$ cat config.mk
export PLATFORM = sky130hd
export DESIGN_NAME = scsi_arb_unit
export DESIGN_NICKNAME = d
export VERILOG_FILES = /design/src/rtl/scsi_arb_pkg.sv /design/src/rtl/scsi_arb_prio.sv /design/src/rtl/scsi_arb_timer.sv /design/src/rtl/scsi_arb_unit.sv
export SDC_FILE = /design/constraint.sdc
export NUM_CORES = 1
export LEC_CHECK = 0
export ABC_AREA = 1
export BUFFER_PORTS_ARGS = -buffer_cell sky130_fd_sc_hd__buf_2
export CAP_MARGIN = 20
export CORE_MARGIN = 2
export CORE_UTILIZATION = 50
export DETAILED_ROUTE_END_ITERATION = 6
export PLACE_DENSITY = 0.75
export SETUP_SLACK_MARGIN = 0.5
export SYNTH_ARGS = -nofsm -noshare
export SYNTH_HDL_FRONTEND = slang
export SYNTH_SLANG_ARGS = --single-unit
$ cat constraint.sdc
create_clock -name clk -period 2.52 [get_ports clk]
set_clock_uncertainty 0.15 [all_clocks]
set_input_delay 0.378 -clock clk [delete_from_list [all_inputs] [get_ports clk]]
set_output_delay 0.378 -clock clk [all_outputs]
set_load 0.02 [all_outputs]
$ cat src/rtl/scsi_arb_pkg.sv
package scsi_arb_pkg;
    localparam int DEF_BUS_W      = 8;
    localparam int DEF_CONV_W     = 4;
    localparam int DEF_WAIT_UNITS = 11;
    localparam int DEF_CONV_RESET = 2;

    typedef enum logic [1:0] {
        ARB_IDLE,
        ARB_WAIT,
        ARB_HELD
    } arb_state_e;

    typedef struct packed {
        logic busy;
        logic lost;
    } arb_flags_t;

    function automatic int cnt_width(input int units, input int conv_w);
        return $clog2(units * ((1 << conv_w) - 1) + 1) + 1;
    endfunction
endpackage

$ cat src/rtl/scsi_arb_prio.sv
module scsi_arb_prio #(
    parameter int BUS_W = 8,
    localparam int ID_W = $clog2(BUS_W)
) (
    input  logic [BUS_W-1:0] bus,
    output logic             valid,
    output logic [ID_W-1:0]  idx
);
    logic [BUS_W-1:0] top_bit;

    genvar g;
    generate
        for (g = 0; g < BUS_W; g++) begin : g_bit
            if (g == BUS_W - 1) begin : g_top
                assign top_bit[g] = bus[g];
            end else begin : g_low
                assign top_bit[g] = bus[g] & ~(|bus[BUS_W-1:g+1]);
            end
        end
    endgenerate

    always_comb begin
        idx = '0;
        for (int i = 0; i < BUS_W; i++) begin
            if (top_bit[i]) idx = ID_W'(i);
        end
    end

    assign valid = |bus;


    always_comb begin
        prio_onehot_chk: assert ($onehot0(top_bit));
    end
endmodule

$ cat src/rtl/scsi_arb_timer.sv
module scsi_arb_timer #(
    parameter int CNT_W = 8
) (
    input  logic             clk,
    input  logic             rst,
    input  logic             load,
    input  logic [CNT_W-1:0] load_val,
    output logic             expired
);
    logic [CNT_W-1:0] cnt_q;

    always_ff @(posedge clk) begin
        if (rst) begin
            cnt_q <= '0;
        end else if (load) begin
            cnt_q <= load_val;
        end else if (cnt_q != '0) begin
            cnt_q <= cnt_q - 1'b1;
        end
    end

    assign expired = (cnt_q == '0);


    timer_hold_chk: assert property (@(posedge clk) disable iff (rst)
        (!load && expired) |=> expired);


    timer_load_chk: assert property (@(posedge clk) disable iff (rst)
        (load && load_val != '0) |=> !expired);
endmodule

$ cat src/rtl/scsi_arb_unit.sv
module scsi_arb_unit #(
    parameter int BUS_W      = scsi_arb_pkg::DEF_BUS_W,
    parameter int CONV_W     = scsi_arb_pkg::DEF_CONV_W,
    parameter int WAIT_UNITS = scsi_arb_pkg::DEF_WAIT_UNITS,
    parameter int CONV_RESET = scsi_arb_pkg::DEF_CONV_RESET,
    localparam int ID_W      = $clog2(BUS_W),
    localparam int CNT_W     = scsi_arb_pkg::cnt_width(WAIT_UNITS, CONV_W)
) (
    input  logic              clk,
    input  logic              rst,
    input  logic              arb_req,
    input  logic [ID_W-1:0]   own_id,
    input  logic [BUS_W-1:0]  out_latch,
    input  logic [BUS_W-1:0]  bus_data_in,
    input  logic              bus_sel_in,
    input  logic              own_sel_assert,
    input  logic              conv_we,
    input  logic [CONV_W-1:0] conv_in,
    output logic [BUS_W-1:0]  data_out,
    output logic              data_oe,
    output logic              bsy_out,
    output logic              arb_busy,
    output logic              arb_lost
);
    import scsi_arb_pkg::*;

    arb_state_e        state_q;
    arb_flags_t        flags_q;
    logic              req_q;
    logic              drive_q;
    logic [BUS_W-1:0]  data_q;
    logic [CONV_W-1:0] conv_q;

    logic              start;
    logic              conflict;
    logic              tmr_load;
    logic              tmr_expired;
    logic [CNT_W-1:0]  tmr_len;
    logic              win_valid;
    logic [ID_W-1:0]   win_idx;
    logic              we_win;

    assign start    = arb_req & ~req_q;
    assign conflict = bus_sel_in & ~own_sel_assert;
    assign tmr_load = (state_q == ARB_IDLE) && start && !conflict;
    assign tmr_len  = CNT_W'(WAIT_UNITS) * CNT_W'(conv_q);
    assign we_win   = win_valid && (win_idx == own_id);

    scsi_arb_timer #(.CNT_W(CNT_W)) timer_i (
        .clk      (clk),
        .rst      (rst),
        .load     (tmr_load),
        .load_val (tmr_len),
        .expired  (tmr_expired)
    );

    scsi_arb_prio #(.BUS_W(BUS_W)) prio_i (
        .bus   (bus_data_in),
        .valid (win_valid),
        .idx   (win_idx)
    );

    always_ff @(posedge clk) begin
        if (rst) begin
            state_q <= ARB_IDLE;
            flags_q <= '0;
            req_q   <= 1'b0;
            drive_q <= 1'b0;
            data_q  <= '0;
            conv_q  <= CONV_W'(CONV_RESET);
        end else begin
            req_q <= arb_req;
            if (conv_we) conv_q <= conv_in;
            unique case (state_q)
                ARB_IDLE: begin
                    if (start) begin
                        if (conflict) begin
                            flags_q.lost <= 1'b1;
                            flags_q.busy <= 1'b0;
                        end else begin
                            flags_q.lost <= 1'b0;
                            flags_q.busy <= 1'b1;
                            drive_q      <= 1'b1;
                            data_q       <= out_latch;
                            state_q      <= ARB_WAIT;
                        end
                    end
                end
                ARB_WAIT: begin
                    if (!arb_req) begin
                        flags_q.busy <= 1'b0;
                        drive_q      <= 1'b0;
                        data_q       <= '0;
                        state_q      <= ARB_IDLE;
                    end else if (tmr_expired) begin
                        flags_q.busy <= 1'b0;
                        if (we_win) begin
                            state_q <= ARB_HELD;
                        end else begin
                            flags_q.lost <= 1'b1;
                            drive_q      <= 1'b0;
                            data_q       <= '0;
                            state_q      <= ARB_IDLE;
                        end
                    end
                end
                ARB_HELD: begin
                    if (!arb_req) begin
                        drive_q <= 1'b0;
                        data_q  <= '0;
                        state_q <= ARB_IDLE;
                    end
                end
                default: state_q <= ARB_IDLE;
            endcase
        end
    end

    assign data_out = data_q;
    assign data_oe  = drive_q;
    assign bsy_out  = drive_q;
    assign arb_busy = flags_q.busy;
    assign arb_lost = flags_q.lost;


    sel_conflict_chk: assert property (@(posedge clk) disable iff (rst)
        (state_q == ARB_IDLE && start && conflict) |=> (arb_lost && !arb_busy && !bsy_out));


    start_drive_chk: assert property (@(posedge clk) disable iff (rst)
        (state_q == ARB_IDLE && start && !conflict)
        |=> (arb_busy && !arb_lost && bsy_out && data_out == $past(out_latch)));


    flag_excl_chk: assert property (@(posedge clk) disable iff (rst)
        !(arb_busy && arb_lost));


    abort_release_chk: assert property (@(posedge clk) disable iff (rst)
        (state_q == ARB_WAIT && !arb_req) |=> (!bsy_out && !arb_busy));


    win_hold_chk: assert property (@(posedge clk) disable iff (rst)
        (state_q == ARB_WAIT && arb_req && tmr_expired && we_win)
        |=> (bsy_out && !arb_busy && !arb_lost && $stable(data_out)));


    held_release_chk: assert property (@(posedge clk) disable iff (rst)
        (state_q == ARB_HELD && !arb_req) |=> !bsy_out);
endmodule

=== After elaboration in Yosys (flattened, before gate mapping) ===
Cells that the tools add are included.

* Reductions and logical operators: 21
* Bitwise operators: 16
* Shifts and indexed selects: 0
* Order comparisons: 0
* Div/mod/pow operators: 0
* Muxes and demuxes: 37
* $add $sub $neg: 1
* $mul: 1
* Equality and inequality tests: 11

{| class="wikitable"
|+ Operator list
! kind !! count
|-
| $mux 8 || 8
|-
| $pmux 8 s3 || 1
|-
| $mux 2 || 9
|-
| $mux 3 || 6
|-
| $mux 1 || 10
|-
| $ne 2x2->1 const B || 5
|-
| $logic_not 9->1 || 1
|-
| $reduce_bool 9->1 || 1
|-
| $sub 9x1->9 const B || 1
|-
| $and 1x1->1 || 8
|-
| $mul 4x4->8 const A || 1
|-
| $not 1->1 || 8
|-
| $reduce_or 8->1 || 1
|-
| $pmux 2 s3 || 1
|-
| $reduce_and 6->1 || 1
|-
| $reduce_or 6->1 || 1
|-
| $reduce_and 5->1 || 1
|-
| $reduce_or 5->1 || 1
|-
| $pmux 2 s2 || 1
|-
| $reduce_and 4->1 || 1
|-
| $reduce_bool 2->1 || 2
|-
| $reduce_or 2->1 || 2
|-
| $reduce_or 4->1 || 1
|-
| $eq 3x3->1 || 1
|-
| other kinds (12) || 14
|}

* Flip-flop bits (word level): 27
* RAM bits: 0
* Bits in latches: 0
* Bits in read-only memories: 0
* Memories: 0
* Logic and storage cells: 96
* Output and inout port bits: 12
* Input port bits: 29

=== Longest topological paths before layout ===
* Depth after elaboration: 16
* Mapped depth: 12
* Mapped depth without buffers: 12

=== Modules after synthesis ===
A second synthesis with hierarchy kept.

* Cells, all modules: 263
* Area total of the unflattened synthesis: 1,820.5 µm²

{| class="wikitable"
|+ By module, submodules not included
! module !! sequential area each (µm²) !! area an instance (µm²) !! times used !! cells each
|-
| scsi_arb_unit || 360.3 || 1,169.9 || 1 || 164
|-
| scsi_arb_timer || 180.2 || 576.8 || 1 || 87
|-
| scsi_arb_prio || 0.0 || 73.8 || 1 || 12
|}

=== Least setup slack after synthesis ===
Ideal clock, no wire load.

* Path kind: register to register
* Start point: register conv_q[2]
* End point: register timer_i.cnt_q[5]
* Period minus slack after synthesis: 2.098 ns
* Required time: 2.246 ns
* Buffers on the path: 0
* Path slack: 0.422 ns
* Setup time: 0.124 ns
* Arrival time: 1.824 ns
* Stages on the path, launching flop included: 11
* Path through: dfxtp_1 -> ha_1 -> inv_1 -> fa_1 -> inv_1 -> ha_1 -> nand3_1 -> nand2_1 -> or2_2 -> nand3_1 -> a31oi_1

* Word-level cells in the longest chain between the ends: 2

{| class="wikitable"
|+ RTL lines
! what !! line !! RTL
|-
| start: declaration || scsi_arb_unit.sv:32 || <nowiki>logic [CONV_W-1:0] conv_q;</nowiki>
|-
| start signal: assignment || scsi_arb_unit.sv:70 || <nowiki>conv_q <= CONV_W'(CONV_RESET);</nowiki>
|-
| start signal: assignment || scsi_arb_unit.sv:73 || <nowiki>if (conv_we) conv_q <= conv_in;</nowiki>
|-
| $mul 4x4->8 || scsi_arb_unit.sv:46 || <nowiki>assign tmr_len = CNT_W'(WAIT_UNITS) * CNT_W'(conv_q);</nowiki>
|-
| $mux 8 || scsi_arb_timer.sv:15 || <nowiki>end else if (load) begin</nowiki>
|-
| end signal: assignment || scsi_arb_timer.sv:16 || <nowiki>cnt_q <= load_val;</nowiki>
|-
| end signal: assignment || scsi_arb_timer.sv:18 || <nowiki>cnt_q <= cnt_q - 1'b1;</nowiki>
|-
| end: declaration || scsi_arb_timer.sv:10 || <nowiki>logic [CNT_W-1:0] cnt_q;</nowiki>
|}

Every way passes these cells.
A chain may end at the register's enable or synchronous reset.

=== Worst setup path after layout ===
* Start point: register conv_q[3]
* End point: register timer_i.cnt_q[7]

Same word-level chain as after synthesis.

==> results.py <==
metrics = {
    "run_status": {
        "status": "complete, no violations",
    },
    "sta": {
        "fin_tns_setup_ns": 0,
        "hold_ws_ns": 0.0952,
        "worst_pin_slew_ns": 0.373,
        "rsz0062_at_grt": "true",
        "drv_slew": 0,
        "maxSlewHeadroom_pct": 75.1,
        "period_needed_ns": 2.08,
        "timing.fmax_mhz": 481,
        "final.period_utilization_pct": 82.5,
        "hold_viol": 0,
        "setup_viol": 0,
    },
    "route": {
        "drt-wirelength-per-cell_um": 11.1,
        "viasPerCell": 4.92,
        "ant_nets": 0,
        "vias": 1732,
        "wl_met1_mm": 1.80,
        "finalWirelength_mm": 3.92,
        "drt-initial-drc-count": 37,
        "top_layer_used": "met4",
        "route.met2.wl_mm": 1.82,
        "drc": 0,
        "wl_met3_um": 195,
        "dr.pass1.iters": 4,
    },
    "global_route": {
        "grt_pass1_wl_mm": 6.93,
        "grtUsageTotal_pct": 20.8,
        "grt_pass1_vias": 1726,
        "overflow": 0,
        "antenna_found_initial": 0,
        "grt_max_degree": 17,
    },
    "cells_and_area": {
        "fillCellCount": 298,
        "layout-drive-gt1-share_pct": 31.0,
        "n_antenna_cell": 0,
        "layout_common_cells": "nand2_1, buf_2, inv_1",
        "finalNetCount": 352,
        "final_common_cell": "nand2_1",
        "syn2layout_area_growth_pct": 25.4,
    },
    "logic_synthesis": {
        "ys_top_cells_by_area": "dfxtp_1, ha_1, nand2_1",
        "syn_inst": 259,
        "synth_area_sq_um": 1800,
        "yosys_warnings": 0,
        "synth.top_cell.area_share_pct": 30.0,
        "synth_area_per_cell_sq_um": 6.95,
        "synth_seq_area_share_pct": 30.0,
        "synth_seq_cells": 27,
        "synth_cell_types": 37,
        "syn-num-nets": 304,
        "yosysTopAreaCell": "dfxtp_1",
    },
    "cts": {
        "cts_max_path_buffers": 2,
        "root_buffer": "clkbuf_4",
        "cts_made_buffers": 3,
        "cts_tree": "done",
        "numClockSinks": 27,
        "clk_latency_ns": 0.33,
        "cts.htree.levels": 1,
        "cts_hold_buf": 0,
        "clkTransAtPathRegs_ns": 0.14,
    },
    "floorplanning": {
        "core_area_sq_um": 3390,
        "die_area_sq_um": 4100,
        "rows": 21,
        "die_height_um": 64.0,
        "die_w_um": 64.0,
        "initial_core_util_pct": 53.1,
        "io_pins": 41,
    },
    "setup_path": {
        "reg2reg_from": "conv_q[3]$_SDFFE_PP0P_",
        "regToRegSetupSlack_ns": 0.44,
        "cp.required_ns": 2.65,
        "critPathArrivalTime_ns": 2.20,
        "cp-start-kind": "register",
        "crit-reg2reg-capture": "timer_i.cnt_q[7]$_SDFFE_PP0P_",
        "cp-end-kind": "register",
        "cp_max_fo": 4,
        "timing_worst_setup_path_type": "reg2reg",
        "worst_r2r_path_depth": 11,
    },
    "hold_path": {
        "hp-class": "in2reg",
        "hold_start": "conv_in[1]",
        "hold-path-cell-count": 3,
        "min_to": "conv_q[1]$_SDFFE_PP1P_",
    },
    "power": {
        "powerDensity_nw_per_um2": 1050,
        "p_leak_nw": 1.12,
        "peakVddDrop_mv": 0.726,
    },
    "place": {
        "hpwl_mm": 2.76,
        "gp_congestion": 0.791,
        "io_buffers": 40,
    },
    "run": {
        "max-cap-violations": 0,
    },
}
## logic make-up after synthesis
logic type	after synthesis	share of synthesized area (%)
simple gates	121	33.1
buf+inv	50	11.1
compound gates	41	12.3
flops	27	30.0
fa+ha+maj	16	11.5
xor+xnor	4	1.95
## area by class of cell
class                   count  area [sq um]  area share [%]
inverters                  44           165            7.32
multi-input cells         184          1210            53.4
well taps                  46          57.6            2.55
repair buffers             47           253            11.2
clock buffers               4          26.3            1.16
flip-flops and latches     27           549            24.3
## routing by layer
metal  vias up  GRT usage, %
met5         -             0
met4         0          8.70
met3        11          2.64
met2        51          36.8
met1       751          25.1
li1        919             -
## cell usage after synthesis (all sizes together)
cell / number
nor4: 1
o21a: 1
o21bai: 1
nand4: 3
xor2: 4
clkbuf: 2
or2: 6
a211oi: 1
a21oi: 24
inv: 44
nand3: 22
nor2: 34
nor3: 2
fa: 1
a21boi: 1
buf: 4
o21ai: 11
ha: 15
dfxtp: 27
a31oi: 2
nand2: 52
nand3b: 1
## critical path, cell delays in order (launching register included)
cell	delay (ns)
dfxtp_4	0.40
ha_4	0.26
inv_2	0.03
fa_2	0.33
inv_2	0.07
ha_4	0.15
nand3_1	0.08
nand2_1	0.09
nand2_1	0.08
a21boi_0	0.17
o21ai_1	0.08
a21oi_1	0.14
## report_power, final
| group | internal [W] | switching (W) |
|---|---|---|
| logic | 0.000607 | 0.000895 |
| registers | 0.000576 | 0.000106 |
| clock network | 0.0000622 | 0.000129 |
## sequential cells by signal, summed over array words and instances, names as in the netlist
| name | cells |
|---|---|
| timer_i.cnt_q | 9 |
| data_out | 8 |
| conv_q | 4 |
| state_q | 2 |
| arb_busy | 1 |
| arb_lost | 1 |
| bsy_out | 1 |
| req_q | 1 |
## stage by stage
step	util [%]	std cells	power [W]	setup WS [ns]	area, sq um
6_report	66.6	352	0.00238	0.442	2260
5_1_grt	66.6	352	0.00261	0.335	2260
4_1_cts	63.8	346	0.00217	0.455	2160
3_5_place_dp	60.1	339	0.00195	0.388	2040
3_3_place_gp	60.1	339	0.00193	0.422	2040
2_1_floorplan	-	259	0.00168	0.477	1820
## worst max path at each step
| stage | from | slack, ns | end | depth (start not counted) |
|---|---|---|---|---|
| 2_1_floorplan | conv_q[2]$_SDFFE_PP0P_ | 0.48 | timer_i.cnt_q[6]$_SDFFE_PP0P_ | 10 |
| 3_3_place_gp | conv_q[2]$_SDFFE_PP0P_ | 0.42 | timer_i.cnt_q[6]$_SDFFE_PP0P_ | 10 |
| 3_5_place_dp | conv_q[3]$_SDFFE_PP0P_ | 0.39 | timer_i.cnt_q[6]$_SDFFE_PP0P_ | 10 |
| 4_1_cts | conv_q[3]$_SDFFE_PP0P_ | 0.46 | timer_i.cnt_q[6]$_SDFFE_PP0P_ | 10 |
| 5_1_grt | conv_q[3]$_SDFFE_PP0P_ | 0.34 | timer_i.cnt_q[6]$_SDFFE_PP0P_ | 10 |
| 6_report | conv_q[3]$_SDFFE_PP0P_ | 0.44 | timer_i.cnt_q[7]$_SDFFE_PP0P_ | 11 |
## what timing repair did
action / in CTS / in global routing
pin swaps: 7 / 9
cloned: 0 / 2
setup endpoints to repair: 5 / 14
setup buffers: 3 / 4
resized for setup: 16 / 13
No activity file was read; power rests on OpenSTA's default activity.
